<file path="src/rtl/cbs_pkg.sv">
package cbs_pkg;

   function automatic bit is_pow2(input int unsigned v);
      return (v != 0) && ((v & (v - 1)) == 0);
   endfunction

endpackage

</file>
<file path="src/rtl/cbs_frame_ctr.sv">
module cbs_frame_ctr #(
   parameter int unsigned NST = 8,
   parameter int unsigned NCH = 32,
   localparam int unsigned FRAME = NST * NCH,
   localparam int unsigned POS_W = $clog2(FRAME)
) (
   input  logic             clk_i,
   input  logic             rst_ni,
   input  logic             fsync_i,
   output logic [POS_W-1:0] pos_next_o
);

   localparam logic [POS_W-1:0] LAST = POS_W'(FRAME - 1);

   logic [POS_W-1:0] pos_q;

   always_comb begin
      if (fsync_i || pos_q == LAST) pos_next_o = '0;
      else                          pos_next_o = pos_q + 1'b1;
   end

   always_ff @(posedge clk_i or negedge rst_ni) begin
      if (!rst_ni) pos_q <= LAST;
      else         pos_q <= pos_next_o;
   end

   AST_FS_RESTART: assert property (@(posedge clk_i) disable iff (!rst_ni)
      fsync_i |=> pos_q == '0);

   AST_FRAME_WRAP: assert property (@(posedge clk_i) disable iff (!rst_ni)
      (!fsync_i && pos_q == LAST) |=> pos_q == '0);

   AST_POS_STEP: assert property (@(posedge clk_i) disable iff (!rst_ni)
      (!fsync_i && pos_q != LAST) |=> pos_q == POS_W'($past(pos_q) + 1'b1));

endmodule

</file>
<file path="src/rtl/cbs_lookahead.sv">
module cbs_lookahead #(
   parameter int unsigned NST    = 8,
   parameter int unsigned NCH    = 32,
   parameter int unsigned RD_LAT = 1,
   localparam int unsigned FRAME = NST * NCH,
   localparam int unsigned POS_W = $clog2(FRAME),
   localparam int unsigned ST_W  = $clog2(NST),
   localparam int unsigned CH_W  = POS_W - ST_W
) (
   input  logic             clk_i,
   input  logic             rst_ni,
   input  logic             fsync_i,
   input  logic [POS_W-1:0] pos_next_i,
   output logic [ST_W-1:0]  stream_o,
   output logic [CH_W-1:0]  chan_o
);

   localparam logic [POS_W:0]  LAT_V   = (POS_W + 1)'(RD_LAT);
   localparam logic [POS_W:0]  FRAME_V = (POS_W + 1)'(FRAME);
   localparam logic [CH_W-1:0] CH_LAST = CH_W'(NCH - 1);

   logic [POS_W:0]   sum;
   logic [POS_W-1:0] la;
   logic [CH_W-1:0]  chan_cur;

   assign sum = {1'b0, pos_next_i} + LAT_V;

   generate
      if (cbs_pkg::is_pow2(FRAME)) begin : g_wrap_trunc
         assign la = sum[POS_W-1:0];
      end else begin : g_wrap_cmp
         logic [POS_W:0] sum_w;
         assign sum_w = (sum >= FRAME_V) ? sum - FRAME_V : sum;
         assign la    = sum_w[POS_W-1:0];
      end
   endgenerate

   assign stream_o = la[ST_W-1:0];
   assign chan_cur = la[POS_W-1:ST_W];
   assign chan_o   = (chan_cur == CH_LAST) ? '0 : chan_cur + 1'b1;

   AST_STREAM_STEP: assert property (@(posedge clk_i) disable iff (!rst_ni)
      (!fsync_i ##1 !fsync_i) |-> stream_o == ST_W'($past(stream_o) + 1'b1));

   AST_CHAN_ADV: assert property (@(posedge clk_i) disable iff (!rst_ni)
      (!fsync_i ##1 (!fsync_i && stream_o == '0)) |->
         chan_o == (($past(chan_o) == CH_LAST) ? '0 : CH_W'($past(chan_o) + 1'b1)));

   AST_CHAN_HOLD: assert property (@(posedge clk_i) disable iff (!rst_ni)
      (!fsync_i ##1 (!fsync_i && stream_o != '0)) |-> $stable(chan_o));

endmodule

</file>
<file path="src/rtl/ctl_bit_serializer.sv">
module ctl_bit_serializer #(
   parameter int unsigned NST    = 8,
   parameter int unsigned NCH    = 32,
   parameter int unsigned RD_LAT = 1,
   localparam int unsigned FRAME = NST * NCH,
   localparam int unsigned POS_W = $clog2(FRAME),
   localparam int unsigned ST_W  = $clog2(NST),
   localparam int unsigned CH_W  = POS_W - ST_W
) (
   input  logic             clk_i,
   input  logic             rst_ni,
   input  logic             fsync_i,
   output logic [POS_W-1:0] flag_addr_o,
   input  logic             flag_i,
   output logic             ctl_o
);

   generate
      if (!cbs_pkg::is_pow2(NST) || NST < 2) begin : g_bad_nst
         $error("NST must be a power of two and at least 2");
      end
      if (NCH < 2) begin : g_bad_nch
         $error("NCH must be at least 2");
      end
      if (RD_LAT >= FRAME) begin : g_bad_lat
         $error("RD_LAT must be shorter than a frame");
      end
   endgenerate

   logic [POS_W-1:0] pos_next;
   logic [ST_W-1:0]  stream;
   logic [CH_W-1:0]  chan;
   logic             ctl_q;

   cbs_frame_ctr #(.NST(NST), .NCH(NCH)) u_ctr (
      .clk_i      (clk_i),
      .rst_ni     (rst_ni),
      .fsync_i    (fsync_i),
      .pos_next_o (pos_next)
   );

   cbs_lookahead #(.NST(NST), .NCH(NCH), .RD_LAT(RD_LAT)) u_la (
      .clk_i      (clk_i),
      .rst_ni     (rst_ni),
      .fsync_i    (fsync_i),
      .pos_next_i (pos_next),
      .stream_o   (stream),
      .chan_o     (chan)
   );

   assign flag_addr_o = {stream, chan};

   always_ff @(posedge clk_i or negedge rst_ni) begin
      if (!rst_ni) ctl_q <= 1'b0;
      else         ctl_q <= flag_i;
   end

   assign ctl_o = ctl_q;

   AST_ADDR_KNOWN: assert property (@(posedge clk_i) disable iff (!rst_ni)
      !$isunknown(flag_addr_o));

endmodule

</file>
<file path="config.mk">
export PLATFORM = sky130hd
export DESIGN_NAME = ctl_bit_serializer
export DESIGN_NICKNAME = d
export VERILOG_FILES = /design/src/rtl/cbs_pkg.sv /design/src/rtl/cbs_frame_ctr.sv /design/src/rtl/cbs_lookahead.sv /design/src/rtl/ctl_bit_serializer.sv
export SDC_FILE = /design/constraint.sdc
export NUM_CORES = 1
export LEC_CHECK = 0
export BUFFER_PORTS_ARGS = -buffer_cell sky130_fd_sc_hd__clkbuf_2
export CAP_MARGIN = 10
export CORE_UTILIZATION = 49
export CTS_CLUSTER_DIAMETER = 100
export DETAILED_ROUTE_END_ITERATION = 6
export HOLD_SLACK_MARGIN = 0.1
export MAX_ROUTING_LAYER = met4
export PLACE_DENSITY = 0.82
export SYNTH_ARGS = -nofsm -noshare
export SYNTH_HDL_FRONTEND = slang
export SYNTH_SLANG_ARGS = --single-unit
</file>
<file path="constraint.sdc">
create_clock -name clk_i -period 3.2 [get_ports clk_i]
set_input_delay 0.32 -clock clk_i [delete_from_list [all_inputs] [get_ports clk_i]]
set_output_delay 0.32 -clock clk_i [all_outputs]
set_load 0.05 [all_outputs]
</file>
==> parameters.txt, run 1 <==
Parameter                              Value

Run status
  Status ... finished, violations left
  Violations in the final reports ... negative setup slack

Synth
  Post-synthesis cell area ... 810.8 um2
  Post-synthesis area per instance ... 9.428 um2
  Syn nets ... 94
  Yosys warning total ... 0
  Post-synthesis cell count ... 86
  Primary flip-flop cell chosen by synthesis mapping ... sky130_fd_sc_hd__dfstp_2
  Share of synthesized registers carrying an async set or reset ... 100.0%
  Count of flip-flops with a built-in enable after synthesis ... 0
  Sequential share of the synthesized area ... 29.01%
  Post-synthesis sequential element count ... 9
  Dominant cell type by area after synthesis ... sky130_fd_sc_hd__dfstp_2
  Yosys cell types ... 43
  Most frequently used cell type in the post-synthesis netlist ... sky130_fd_sc_hd__nor2_1
  Most area-consuming cells after synthesis ... sky130_fd_sc_hd__dfstp_2 (26%), sky130_fd_sc_hd__xnor2_1 (8.6%), sky130_fd_sc_hd__ha_1 (6.2%)
  Most used standard cells in the synthesized netlist ... sky130_fd_sc_hd__nor2_1 (9), sky130_fd_sc_hd__dfstp_2 (8), sky130_fd_sc_hd__xnor2_1 (8)
  Portion of synthesized cell area occupied by the leading cell type ... 25.93%

STA
  Hold Violations, Final ... 0
  RSZ-0062 raised after global routing ... true
  Worst slew pin tran ... 0.4049 ns
  Fmax ... 0.2940 GHz
  Min cycle time layout ... 3.401 ns
  Worst-case setup margin in the final layout ... -0.2015 ns
  Final slew viol count ... 0
  Max-slew headroom ... 72.72%
  Portion of the clock cycle consumed by the worst path in the final layout ... 106.3%
  Clock skew after layout ... 0.004159 ns
  Setup Viol. Count Final ... 4

Route
  Via count ... 787
  Initial DRC Count ... 25
  Number of DRC violations after detailed routing ... 0
  Total Routed Length ... 2.245 mm
  Detail-routed net length per standard cell ... 16.15 um
  Number of iterations in the first detailed-routing pass ... 4
  Count of nets left with antenna violations after detail routing ... 0
  Routed vias/inst ... 5.662

Clock network
  Clock tree sinks ... 9
  Clk_lat worst skew ... 0.26 ns
  Clock transition at the registers of the reported paths ... 0.06 ns
  Deepest clock path buffer count ... 2
  Root cell of the clock tree ... sky130_fd_sc_hd__clkbuf_4
  Clock tree from TritonCTS ... yes
  Number of clock buffers inserted by TritonCTS ... 3
  Number of levels in the clock H-tree ... 1

Critical path
  Ordered cell list for the critical path ... ha_4 > and3_4 > a31oi_4 > and2_4 > ha_4 > o21ai_2 > o21ai_2 > a22o_1 > nor3_2 > ha_2 > nand2_2 > nor3_2 > ha_2 > nor2_4 > buf_8
  Worst setup slack for register-to-register paths ... 1.43 ns
  CP arrival ... 3.08 ns
  Cell type of the slowest stage on the worst timing path ... sky130_fd_sc_hd__dfstp_2
  Crit path max-delay family ... adder cells
  Largest stage delay on the critical path ... 0.56 ns
  Critical Path RT ... 2.88 ns
  Worst Path Buf+Inv ... 1
  Kind of capture point of the worst setup path ... output pin
  CP max FO ... 3
  Startpoint-to-endpoint class of the critical path ... flip-flop to output pin
  Crit path launch type ... flip-flop

GRT
  Number of antenna violations at the first check in global routing ... 0
  Overflow left after global routing ... 0
  Pin count of the biggest net entering global routing ... 10
  Total routing usage reported by global routing ... 26.66%
  Via count of the first global-routing pass ... 806
  Global-route wire length before repair ... 3.512 mm

Floorplanning
  Area of the die ... 1821 um2
  I/O pin cnt ... 13
  Total number of placement rows ... 14
  Effective utilization at floorplan ... 53.20%
  Height of the die ... 42.68 um
  Core Box Area ... 1524 um2
  Horizontal die dimension ... 42.68 um

Job
  Reported max-cap violation count ... 0

Place
  Last weighted congestion value of the routability-driven placer ... 0.8896
  Count of input and output buffers ... 12
  Estimated wirelength of the detail-placed design ... 1.531 mm
  Worst slack at placement ... -0.09513 ns

Power and ir drop
  Power density over cell area ... 246.7 nW/um2
  Worst supply voltage drop on vdd ... 0.3204 mV
  Power Total ... 0.0003052 W
  Leakage Power ... 0.4917 nW

Final layout
  Syn-to-layout area delta ... 52.62%
  Fraction of final layout cells sized beyond drive strength 1 ... 63.41%
  Net total in the final layout ... 132
  Diodes inserted ... 0

Hold path
  Hold crit path type ... input pin to flip-flop
-- cells in the final DEF (no fill, tap or decap), types with 2 or more instances in the layout --
cell | netlist | layout
sky130_fd_sc_hd__buf_8 | 0 | 4
sky130_fd_sc_hd__xnor2_1 | 8 | 8
sky130_fd_sc_hd__o21ai_0 | 4 | 2
sky130_fd_sc_hd__ha_2 | 0 | 2
sky130_fd_sc_hd__buf_4 | 1 | 24
sky130_fd_sc_hd__and3_4 | 1 | 2
sky130_fd_sc_hd__and2_1 | 4 | 3
sky130_fd_sc_hd__clkbuf_4 | 0 | 4
sky130_fd_sc_hd__o21ai_2 | 0 | 2
sky130_fd_sc_hd__nor2_4 | 0 | 3
sky130_fd_sc_hd__nor2b_1 | 3 | 3
sky130_fd_sc_hd__and3_1 | 2 | 2
sky130_fd_sc_hd__nor2_1 | 9 | 6
sky130_fd_sc_hd__xor2_1 | 3 | 3
sky130_fd_sc_hd__nor3_2 | 1 | 3
sky130_fd_sc_hd__nand2_1 | 6 | 4
sky130_fd_sc_hd__ha_4 | 0 | 2
sky130_fd_sc_hd__a211oi_2 | 1 | 2
sky130_fd_sc_hd__nor4_2 | 1 | 2
sky130_fd_sc_hd__dfstp_2 | 8 | 8
sky130_fd_sc_hd__clkbuf_2 | 0 | 7
sky130_fd_sc_hd__nand3_1 | 2 | 2
sky130_fd_sc_hd__nand2_2 | 0 | 2
-- logic make-up (layout without fill, tap and decap cells) --
family | count (synthesis) | in the layout | share of synthesized area [%]
multiplexers | 2 | 2 | 3.086
XOR/XNOR | 11 | 11 | 11.88
adder cells (fa/ha/maj) | 4 | 4 | 6.173
flip-flops | 9 | 9 | 29.01
AO/OA/AOI/OAI | 13 | 13 | 12.35
AND/OR/NAND/NOR | 42 | 42 | 33.64
buffers and inverters | 5 | 42 | 3.857
-- final timing paths --
check,from,to,cells past startpoint
worst max-delay path,u_ctr.pos_q[1],flag_addr_o[0],15
worst min register to register,u_ctr.pos_q[7],u_ctr.pos_q[7],2
worst max register to register,u_ctr.pos_q[1],u_ctr.pos_q[6],7
max in group asynchronous,rst_ni,u_ctr.pos_q[3],2
min in group asynchronous,rst_ni,ctl_o,2
worst min-delay path,flag_i,ctl_o,1
-- metrics by stage --
| step | setup TNS, ns | std cells | hold WS (ns) | util (%) | instance area, um2 |
|---|---|---|---|---|---|
| 2_1_floorplan | 0 | 86 | 0.02441 | - | 905.9 |
| 6_report | -0.7477 | 139 | 0.1721 | 81.20 | 1237 |
| 4_1_cts | -0.6431 | 135 | 0.1612 | 78.08 | 1190 |
| 3_5_place_dp | -0.3156 | 125 | 0.1814 | 70.28 | 1071 |
| 3_3_place_gp | -0.1222 | 125 | 0.1732 | 70.28 | 1071 |
| 5_1_grt | -1.243 | 139 | 0.1597 | 81.20 | 1237 |
-- timing repair --
item	CTS	global route
hold buffers	1	0
cloned	0	0
setup endpoints to repair	5	5
resized for setup	12	9
hold endpoints to repair	1	0
pin swaps	1	0
setup buffers	5	4
-- power by group --
group          internal, W  switching [W]
combinational    0.0000363      0.0000581
sequential        0.000120     0.00000302
clock            0.0000480      0.0000394
-- flip-flops by register name, summed over array words and instances, names as in the netlist --
signal	cells
ctl_o	1
u_ctr.pos_q	8
-- area by class of cell --
| class | count | area, um2 |
|---|---|---|
| fillers | 100 | 286.5 |
| multi-input cells | 72 | 659.4 |
| flip-flops and latches | 9 | 235.2 |
| well taps | 16 | 20.02 |
| clock buffers | 4 | 26.28 |
| inverters | 1 | 3.754 |
| repair buffers | 37 | 292.8 |
-- routing by layer --
| layer | track usage (%) | wire length [um] | vias to the layer above |
|---|---|---|---|
| li1 | - | - | 382 |
| met1 | 30.48 | 945 | 387 |
| met2 | 43.94 | 1216 | 14 |
| met3 | 7.660 | 59 | 4 |
| met4 | 10.00 | 24 | 0 |
| met5 | - | 0 | - |
Note: power is estimated with default switching activity, not from simulation.
==> run 2: changes to the inputs <==
GPL_TIMING_DRIVEN = 0   (was unset)
==> parameters.txt, run 2 (same netlist as run 1, synthesis figures left out) <==
Parameter                              Value

Run status
  Status ... finished, violations left (unchanged)
  Violations in the final reports ... negative setup slack (unchanged)

Clock network
  Root cell of the clock tree ... sky130_fd_sc_hd__clkbuf_4 (unchanged)
  Clk_lat worst skew ... 0.27 ns (was 0.26 ns)
  Number of levels in the clock H-tree ... 1 (unchanged)
  Deepest clock path buffer count ... 2 (unchanged)
  Clock tree from TritonCTS ... yes (unchanged)
  Number of clock buffers inserted by TritonCTS ... 3 (unchanged)
  Clock tree sinks ... 9 (unchanged)
  Clock transition at the registers of the reported paths ... 0.06 ns (about the same)

GRT
  Total routing usage reported by global routing ... 25.43% (was 26.66%)
  Layer carrying the most global-route usage ... met2 (unchanged)
  Met3 usage in global routing ... 6.809% (was 7.660%)
  Pin count of the biggest net entering global routing ... 10 (unchanged)
  Overflow left after global routing ... 0 (unchanged)
  Via count of the first global-routing pass ... 766 (was 806)
  Number of antenna violations at the first check in global routing ... 0 (unchanged)
  Met1 Resource Use GR ... 27.15% (was 30.48%)
  Met2 track demand over resource ... 44.24% (was 43.94%)
  Global-route wire length before repair ... 3.318 mm (was 3.512 mm)

Route
  Detail-routed net length per standard cell ... 17.80 um (was 16.15 um)
  Count of nets left with antenna violations after detail routing ... 0 (unchanged)
  Routed vias/inst ... 5.947 (was 5.662)
  Number of iterations in the first detailed-routing pass ... 4 (unchanged)
  Via count ... 779 (was 787)
  Number of DRC violations after detailed routing ... 0 (unchanged)
  Total Routed Length ... 2.332 mm (was 2.245 mm)
  Initial DRC Count ... 22 (was 25)

Power and ir drop
  Register share of total power ... 40.0% (was 40.4%)
  Total internal power ... 0.0002029 W (was 0.0002047 W)
  Net Sw Power ... 0.0001061 W (was 0.0001005 W)
  Fraction of power consumed by combinational cells ... 30.0% (was 30.9%)
  Share of total power in the clock network ... 30.0% (was 28.6%)
  Leakage Power ... 0.4470 nW (was 0.4917 nW)
  Worst supply voltage drop on vdd ... 0.2689 mV (was 0.3204 mV)
  Power Total ... 0.0003090 W (was 0.0003052 W)
  Switching power as a share of total power ... 34.34% (was 32.92%)
  Power density over cell area ... 257.0 nW/um2 (was 246.7 nW/um2)

Final layout
  Filler instances ... 96 (was 100)
  Net total in the final layout ... 124 (was 132)
  Syn-to-layout area delta ... 48.30% (was 52.62%)
  Commonest non-fill, non-tap cell in the layout ... sky130_fd_sc_hd__buf_4 (unchanged)
  Fraction of final layout cells sized beyond drive strength 1 ... 60.87% (was 63.41%)
  Number of flip-flops in the largest register ... 8 (unchanged)
  Top library cells by usage in the layout, fill and taps aside ... sky130_fd_sc_hd__buf_4 (14), sky130_fd_sc_hd__xnor2_1 (8), sky130_fd_sc_hd__dfstp_2 (8) (was sky130_fd_sc_hd__buf_4 (24), sky130_fd_sc_hd__xnor2_1 (8), sky130_fd_sc_hd__dfstp_2 (8))
  Cell Count, Final, Fillers Out ... 131 (was 139)
  Diodes inserted ... 0 (unchanged)
  Register with the most flip-flops ... u_ctr.pos_q (unchanged)
  Share of the core filled with cells ... 78.90% (was 81.20%)

Place
  Last weighted congestion value of the routability-driven placer ... 0.8582 (was 0.8896)
  Count of input and output buffers ... 11 (was 12)
  Total placed cells including tap cells ... 113 (was 125)
  Worst slack at placement ... -0.3573 ns (was -0.09513 ns)
  Estimated wirelength of the detail-placed design ... 1.363 mm (was 1.531 mm)

STA
  Portion of the clock cycle consumed by the worst path in the final layout ... 108.0% (was 106.3%)
  Min cycle time layout ... 3.455 ns (was 3.401 ns)
  Final slew viol count ... 0 (unchanged)
  Setup Viol. Count Final ... 4 (unchanged)
  Worst slew pin tran ... 0.5415 ns (was 0.4049 ns)
  Hold Violations, Final ... 0 (unchanged)
  Fmax ... 0.2894 GHz (was 0.2940 GHz)
  Max-slew headroom ... 63.90% (was 72.72%)
  Worst-case setup margin in the final layout ... -0.2552 ns (was -0.2015 ns)
  RSZ-0062 raised after global routing ... true (unchanged)
  Clock skew after layout ... 0.01058 ns (was 0.004159 ns)

Critical path
  Worst Path Buf+Inv ... 1 (unchanged)
  Cell type of the slowest stage on the worst timing path ... sky130_fd_sc_hd__dfstp_2 (unchanged)
  Crit path launch type ... flip-flop (unchanged)
  Worst setup slack for register-to-register paths ... 1.49 ns (was 1.43 ns)
  CP arrival ... 3.14 ns (was 3.08 ns)
  Crit Reg-Reg Startpoint ... u_ctr.pos_q[0] (was u_ctr.pos_q[1])
  Timing startpoint of the critical path ... u_ctr.pos_q[0] (was u_ctr.pos_q[1])
  Critical path depth ... 15 (unchanged)
  Largest stage delay on the critical path ... 0.56 ns (about the same)
  Critical Path RT ... 2.88 ns (about the same)
  Capturing instance or port of the critical path ... flag_addr_o[3] (was flag_addr_o[0])
  Count of cells along the worst register-to-register path ... 6 (was 7)
  Startpoint-to-endpoint class of the critical path ... flip-flop to output pin (unchanged)
  Ordered cell list for the critical path ... ha_4 > and3_4 > a31oi_4 > and2_4 > ha_4 > o21ai_4 > o21ai_2 > a22o_1 > nor3_2 > ha_2 > nand2_2 > nor3_2 > ha_2 > nor2_4 > buf_8 (was ha_4 > and3_4 > a31oi_4 > and2_4 > ha_4 > o21ai_2 > o21ai_2 > a22o_1 > nor3_2 > ha_2 > nand2_2 > nor3_2 > ha_2 > nor2_4 > buf_8)
  Crit path max-delay family ... adder cells (unchanged)
  Kind of capture point of the worst setup path ... output pin (unchanged)
  CP max FO ... 4 (was 3)
  Reg2reg end ... u_ctr.pos_q[6] (unchanged)

Hold path
  Number of stages on the worst hold path ... 1 (unchanged)
  Hold crit path type ... input pin to flip-flop (unchanged)

Floorplanning
  Effective utilization at floorplan ... 53.20% (unchanged)
  I/O pin cnt ... 13 (unchanged)
  Area of the die ... 1821 um2 (unchanged)
  Total number of placement rows ... 14 (unchanged)
  Horizontal die dimension ... 42.68 um (unchanged)
  Core Box Area ... 1524 um2 (unchanged)
  Height of the die ... 42.68 um (unchanged)

Job
  Reported max-cap violation count ... 0 (unchanged)
[run 2: timing repair]
item / 4_1_cts / 5_1_grt
hold buffers: 1 / 0
hold endpoints to repair: 1 / 0
setup buffers: 8 / 6
endpoints found under the setup margin: 5 / 5
resized for setup: 14 / 10
pin swaps: 4 / 0
[run 2: metrics by stage]
stage | setup TNS, ns | hold slack, ns | cell area, um2
6_report | -0.9412 | 0.1611 | 1202
3_5_place_dp | -1.361 | 0.1797 | 980.9
3_3_place_gp | -1.045 | 0.1736 | 980.9
5_1_grt | -1.443 | 0.1458 | 1202
4_1_cts | -0.9869 | 0.1523 | 1122
2_1_floorplan | 0 | 0.02441 | 905.9
[run 2: per-layer routing]
layer | part of all wire [%] | routed length, um
met1 | 41 | 946
met2 | 53 | 1244
met3 | 4.6 | 107
met4 | 1.5 | 34
met5 | 0 | 0
[run 2: power groups by stage]
stage,sequential [W],combinational [W],clock [W]
after detailed placement,0.000127,0.0000720,0
after CTS,0.000123,0.0000840,0.0000943
after global routing,0.000124,0.0000984,0.000105
final,0.000124,0.0000926,0.0000928
after floorplan,0.000128,0.0000581,0
after global placement,0.000127,0.0000692,0
[run 2: worst min path at each step]
stage	start	endpoint
after CTS	flag_i	ctl_o
after detailed placement	rst_ni	ctl_o
after floorplan	rst_ni	ctl_o
after global routing	flag_i	ctl_o
after global placement	rst_ni	ctl_o
final	flag_i	ctl_o
[run 2: area by class of cell]
cell class                      instances  area [um2]  share of cell area, %
Buffer                                  3       26.28                  2.185
Timing Repair Buffer                   26       210.2                  17.48
Sequential cell                         9       235.2                  19.56
Clock buffer                            4       26.28                  2.185
Inverter                                1       3.754                 0.3122
Tap cell                               16       20.02                  1.665
Multi-Input combinational cell         72       680.7                  56.61
==> run 3: changes to the inputs <==
CORE_UTILIZATION = 45   (was 49)
PLACE_DENSITY = 0.8   (was 0.82)
SYNTH_HIERARCHICAL = 1   (was unset)
==> parameters.txt, run 3 <==
Parameter                              Value

Run status
  Status ... finished clean (was finished, violations left)

Floorplanning
  Horizontal die dimension ... 38.53 um (was 42.68 um)
  I/O pin cnt ... 13 (unchanged)
  Core Box Area ... 1171 um2 (was 1524 um2)
  Effective utilization at floorplan ... 51.28% (was 53.20%)
  Area of the die ... 1485 um2 (was 1821 um2)
  Height of the die ... 38.53 um (was 42.68 um)
  Total number of placement rows ... 12 (was 14)

GRT
  Met1 Resource Use GR ... 22.22% (was 27.15%)
  Via count of the first global-routing pass ... 469 (was 766)
  Layer carrying the most global-route usage ... met2 (unchanged)
  Total routing usage reported by global routing ... 20.68% (was 25.43%)
  Met3 usage in global routing ... 1.744% (was 6.809%)
  Pin count of the biggest net entering global routing ... 10 (unchanged)
  Overflow left after global routing ... 0 (unchanged)
  Number of antenna violations at the first check in global routing ... 0 (unchanged)
  Global-route wire length before repair ... 1.952 mm (was 3.318 mm)
  Met2 track demand over resource ... 36.25% (was 44.24%)

Synth
  Count of flip-flops with a built-in enable after synthesis ... 0 (unchanged)
  Post-synthesis sequential element count ... 9 (unchanged)
  Yosys cell types ... 23 (was 43)
  Syn nets ... 71 (was 94)
  Sequential share of the synthesized area ... 39.17% (was 29.01%)
  Portion of synthesized cell area occupied by the leading cell type ... 35.00% (was 25.93%)
  Post-synthesis cell count ... 63 (was 86)
  Most area-consuming cells after synthesis ... sky130_fd_sc_hd__dfstp_2 (35%), sky130_fd_sc_hd__ha_1 (8.3%), sky130_fd_sc_hd__nand3_1 (5.8%) (was sky130_fd_sc_hd__dfstp_2 (26%), sky130_fd_sc_hd__xnor2_1 (8.6%), sky130_fd_sc_hd__ha_1 (6.2%))
  Share of synthesized registers carrying an async set or reset ... 100.0% (unchanged)
  Primary flip-flop cell chosen by synthesis mapping ... sky130_fd_sc_hd__dfstp_2 (unchanged)
  Most used standard cells in the synthesized netlist ... sky130_fd_sc_hd__dfstp_2 (8), sky130_fd_sc_hd__nor2_1 (8), sky130_fd_sc_hd__nand3_1 (7) (was sky130_fd_sc_hd__nor2_1 (9), sky130_fd_sc_hd__dfstp_2 (8), sky130_fd_sc_hd__xnor2_1 (8))
  Post-synthesis area per instance ... 9.533 um2 (was 9.428 um2)
  Post-synthesis cell area ... 600.6 um2 (was 810.8 um2)
  Yosys warning total ... 6 (was 0)
  Dominant cell type by area after synthesis ... sky130_fd_sc_hd__dfstp_2 (unchanged)

Critical path
  Startpoint-to-endpoint class of the critical path ... flip-flop to output pin (unchanged)
  Crit Reg-Reg Startpoint ... u_ctr/pos_q[0] (was u_ctr.pos_q[0])
  Crit path max-delay family ... simple AND/OR/NAND/NOR gates (was adder cells)
  Ordered cell list for the critical path ... nand2_1 > or3_1 > a21oi_4 > nand2_1 > o21a_1 > o211a_1 > ha_1 > nor3_2 > clkbuf_8 (was ha_4 > and3_4 > a31oi_4 > and2_4 > ha_4 > o21ai_4 > o21ai_2 > a22o_1 > nor3_2 > ha_2 > nand2_2 > nor3_2 > ha_2 > nor2_4 > buf_8)
  Critical Path RT ... 2.88 ns (about the same)
  CP max FO ... 7 (was 4)
  Cell type of the slowest stage on the worst timing path ... sky130_fd_sc_hd__dfstp_2 (unchanged)
  Worst setup slack for register-to-register paths ... 1.64 ns (was 1.49 ns)
  Kind of capture point of the worst setup path ... output pin (unchanged)
  CP arrival ... 2.76 ns (was 3.14 ns)
  Largest stage delay on the critical path ... 0.60 ns (was 0.56 ns)
  Worst Path Buf+Inv ... 1 (unchanged)
  Count of cells along the worst register-to-register path ... 4 (was 6)
  Crit path launch type ... flip-flop (unchanged)
  Critical path depth ... 9 (was 15)
  Most common cell on crit path ... sky130_fd_sc_hd__nand2_1
  Reg2reg end ... u_ctr/pos_q[6] (was u_ctr.pos_q[6])

STA
  Final slew viol count ... 0 (unchanged)
  Worst slew pin tran ... 0.3561 ns (was 0.5415 ns)
  Portion of the clock cycle consumed by the worst path in the final layout ... 96.25% (was 108.0%)
  WHS ... 0.1792 ns (was 0.1611 ns)
  RSZ-0062 raised after global routing ... true (unchanged)
  Min cycle time layout ... 3.080 ns (was 3.455 ns)
  Setup Viol. Count Final ... 0 (was 4)
  Hold Violations, Final ... 0 (unchanged)
  Fmax ... 0.3247 GHz (was 0.2894 GHz)
  Max-slew headroom ... 76.08% (was 63.90%)
  Clock skew after layout ... 0.002042 ns (was 0.01058 ns)

Power and ir drop
  Worst supply voltage drop on vdd ... 0.2767 mV (was 0.2689 mV)
  Power density over cell area ... 336.6 nW/um2 (was 257.0 nW/um2)
  Fraction of power consumed by combinational cells ... 22.2% (was 30.0%)
  Leakage Power ... 0.3389 nW (was 0.4470 nW)
  Net Sw Power ... 0.00008490 W (was 0.0001061 W)
  Switching power as a share of total power ... 31.16% (was 34.34%)
  Share of total power in the clock network ... 30.5% (was 30.0%)
  Register share of total power ... 47.4% (was 40.0%)
  Total internal power ... 0.0001876 W (was 0.0002029 W)

Place
  Total placed cells including tap cells ... 89 (was 113)
  Estimated wirelength of the detail-placed design ... 868.2 um (was 1.363 mm)
  Last weighted congestion value of the routability-driven placer ... 0.6653 (was 0.8582)
  Count of input and output buffers ... 12 (was 11)

Final layout
  Area occupied by multi-input gates ... 436.7 um2 (was 680.7 um2)
  FF/Latch Area ... 235.2 um2 (unchanged)
  Number of flip-flops in the largest register ... 8 (unchanged)
  Diodes inserted ... 0 (unchanged)
  Syn-to-layout area delta ... 34.79% (was 48.30%)
  Filler instances ... 87 (was 96)
  Cell Count, Final, Fillers Out ... 95 (was 131)
  Commonest non-fill, non-tap cell in the layout ... sky130_fd_sc_hd__clkbuf_2 (was sky130_fd_sc_hd__buf_4)
  Fraction of final layout cells sized beyond drive strength 1 ... 49.38% (was 60.87%)
  Top library cells by usage in the layout, fill and taps aside ... sky130_fd_sc_hd__clkbuf_2 (9), sky130_fd_sc_hd__dfstp_2 (8), sky130_fd_sc_hd__nand2_1 (6), sky130_fd_sc_hd__nand3_1 (6), sky130_fd_sc_hd__nor2_2 (6) (was sky130_fd_sc_hd__buf_4 (14), sky130_fd_sc_hd__xnor2_1 (8), sky130_fd_sc_hd__dfstp_2 (8))
  Register with the most flip-flops ... u_ctr/pos_q (was u_ctr.pos_q)
  Net total in the final layout ... 90 (was 124)

Clock network
  Clock tree sinks ... 9 (unchanged)
  Clock transition at the registers of the reported paths ... 0.05 ns (was 0.06 ns)
  Number of clock buffers inserted by TritonCTS ... 3 (unchanged)
  Root cell of the clock tree ... sky130_fd_sc_hd__clkbuf_4 (unchanged)
  Clock tree from TritonCTS ... yes (unchanged)
  Number of levels in the clock H-tree ... 1 (unchanged)
  Deepest clock path buffer count ... 2 (unchanged)
  Clk_lat worst skew ... 0.25 ns (was 0.27 ns)

Job
  Reported max-cap violation count ... 0 (unchanged)

Hold path
  Sink of the worst hold path ... ctl_o (unchanged)
  Hold crit path type ... input pin to flip-flop (unchanged)
  Startpoint of the tightest hold check path ... flag_i (unchanged)
  Number of stages on the worst hold path ... 1 (unchanged)

Route
  Count of nets left with antenna violations after detail routing ... 0 (unchanged)
  Initial DRC Count ... 5 (was 22)
  Number of iterations in the first detailed-routing pass ... 4 (unchanged)
  Detail-routed net length per standard cell ... 13.88 um (was 17.80 um)
  Number of DRC violations after detailed routing ... 0 (unchanged)
  Routed vias/inst ... 5.716 (was 5.947)
  Via count ... 543 (was 779)
  Total Routed Length ... 1.319 mm (was 2.332 mm)
[run 3: cell types whose count changed after synthesis, sizes merged, moves of 2 or more]
cell,before,now
and2,4,0
a211oi,2,0
buf,3,0
nor4,2,0
nand3,3,8
and3,4,0
nor2b,3,0
o21ai,4,2
xnor2,8,4
[run 3: cell type report]
| class | count | share of cell area, % |
|---|---|---|
| Multi-Input combinational cell | 52 | 53.94 |
| Sequential cell | 9 | 29.06 |
| Timing Repair Buffer | 14 | 10.66 |
| Clock buffer | 4 | 3.246 |
| Tap cell | 14 | 2.164 |
| Inverter | 2 | 0.9274 |
[run 3: layer usage]
layer | wire length [um] | up-vias
li1 | - | 266
met1 | 557 | 261
met5 | 0 | -
met4 | 0 | 0
met2 | 727 | 16
met3 | 33 | 0
[run 3: logic make-up after synthesis]
group	count (synthesis)	synth area share [%]
AND/OR/NAND/NOR	29	23.96
flip-flops	9	39.17
XOR/XNOR	9	15.42
buffers and inverters	2	1.250
adder cells (fa/ha/maj)	4	8.334
AO/OA/AOI/OAI	10	11.88
[run 3: worst max path at each step]
stage / to / from / slack [ns]
3_3_place_gp: flag_addr_o[3] / u_ctr/pos_q[0] / 0.005
2_1_floorplan: flag_addr_o[3] / u_ctr/pos_q[0] / -0.02
5_1_grt: flag_addr_o[2] / u_ctr/pos_q[0] / -0.02
3_5_place_dp: flag_addr_o[3] / u_ctr/pos_q[0] / -0.05
6_report: flag_addr_o[3] / u_ctr/pos_q[2] / 0.12
4_1_cts: flag_addr_o[3] / u_ctr/pos_q[0] / 0.007
[run 3: per-stage QoR]
step	utilization [%]	cell area, um2	setup TNS (ns)	total power, W	worst slack, ns
5_1_grt	69.12	809.5	-0.05728	0.0002875	-0.02208
4_1_cts	65.17	763.2	0	0.0002709	0.007194
3_3_place_gp	57.91	678.2	0	0.0001808	0.005276
6_report	69.12	809.5	0	0.0002725	0.1199
3_5_place_dp	57.91	678.2	-0.04571	0.0001819	-0.04571
2_1_floorplan	-	600.6	-0.05281	0.0001698	-0.02472
[run 3: worst reg2reg max path: cells and delay by family, from the launching register on]
| kind | cells | cell delay [ns] |
|---|---|---|
| adder cells (fa/ha/maj) | 1 | 0.18 |
| AND/OR/NAND/NOR | 2 | 0.46 |
| flip-flops | 1 | 0.59 |
| AO/OA/AOI/OAI | 1 | 0.24 |
[run 3: timing repair]
| action | 4_1_cts | 5_1_grt |
|---|---|---|
| pin swaps | 1 | 2 |
| setup buffers | 1 | 0 |
| endpoints found under the setup margin | 4 | 4 |
| endpoints found under the hold margin | 1 | 0 |
| gates cloned | 0 | 0 |
| gates resized for setup | 11 | 11 |
| hold buffers | 1 | 0 |
[run 3: power groups by stage]
| stage | Sequential [W] | Combinational, W | Clock, W |
|---|---|---|---|
| 2_1_floorplan | 0.000130 | 0.0000400 | 0 |
| 3_3_place_gp | 0.000128 | 0.0000525 | 0 |
| 3_5_place_dp | 0.000129 | 0.0000532 | 0 |
| 4_1_cts | 0.000127 | 0.0000574 | 0.0000860 |
| 5_1_grt | 0.000130 | 0.0000651 | 0.0000927 |
| 6_report | 0.000129 | 0.0000604 | 0.0000830 |
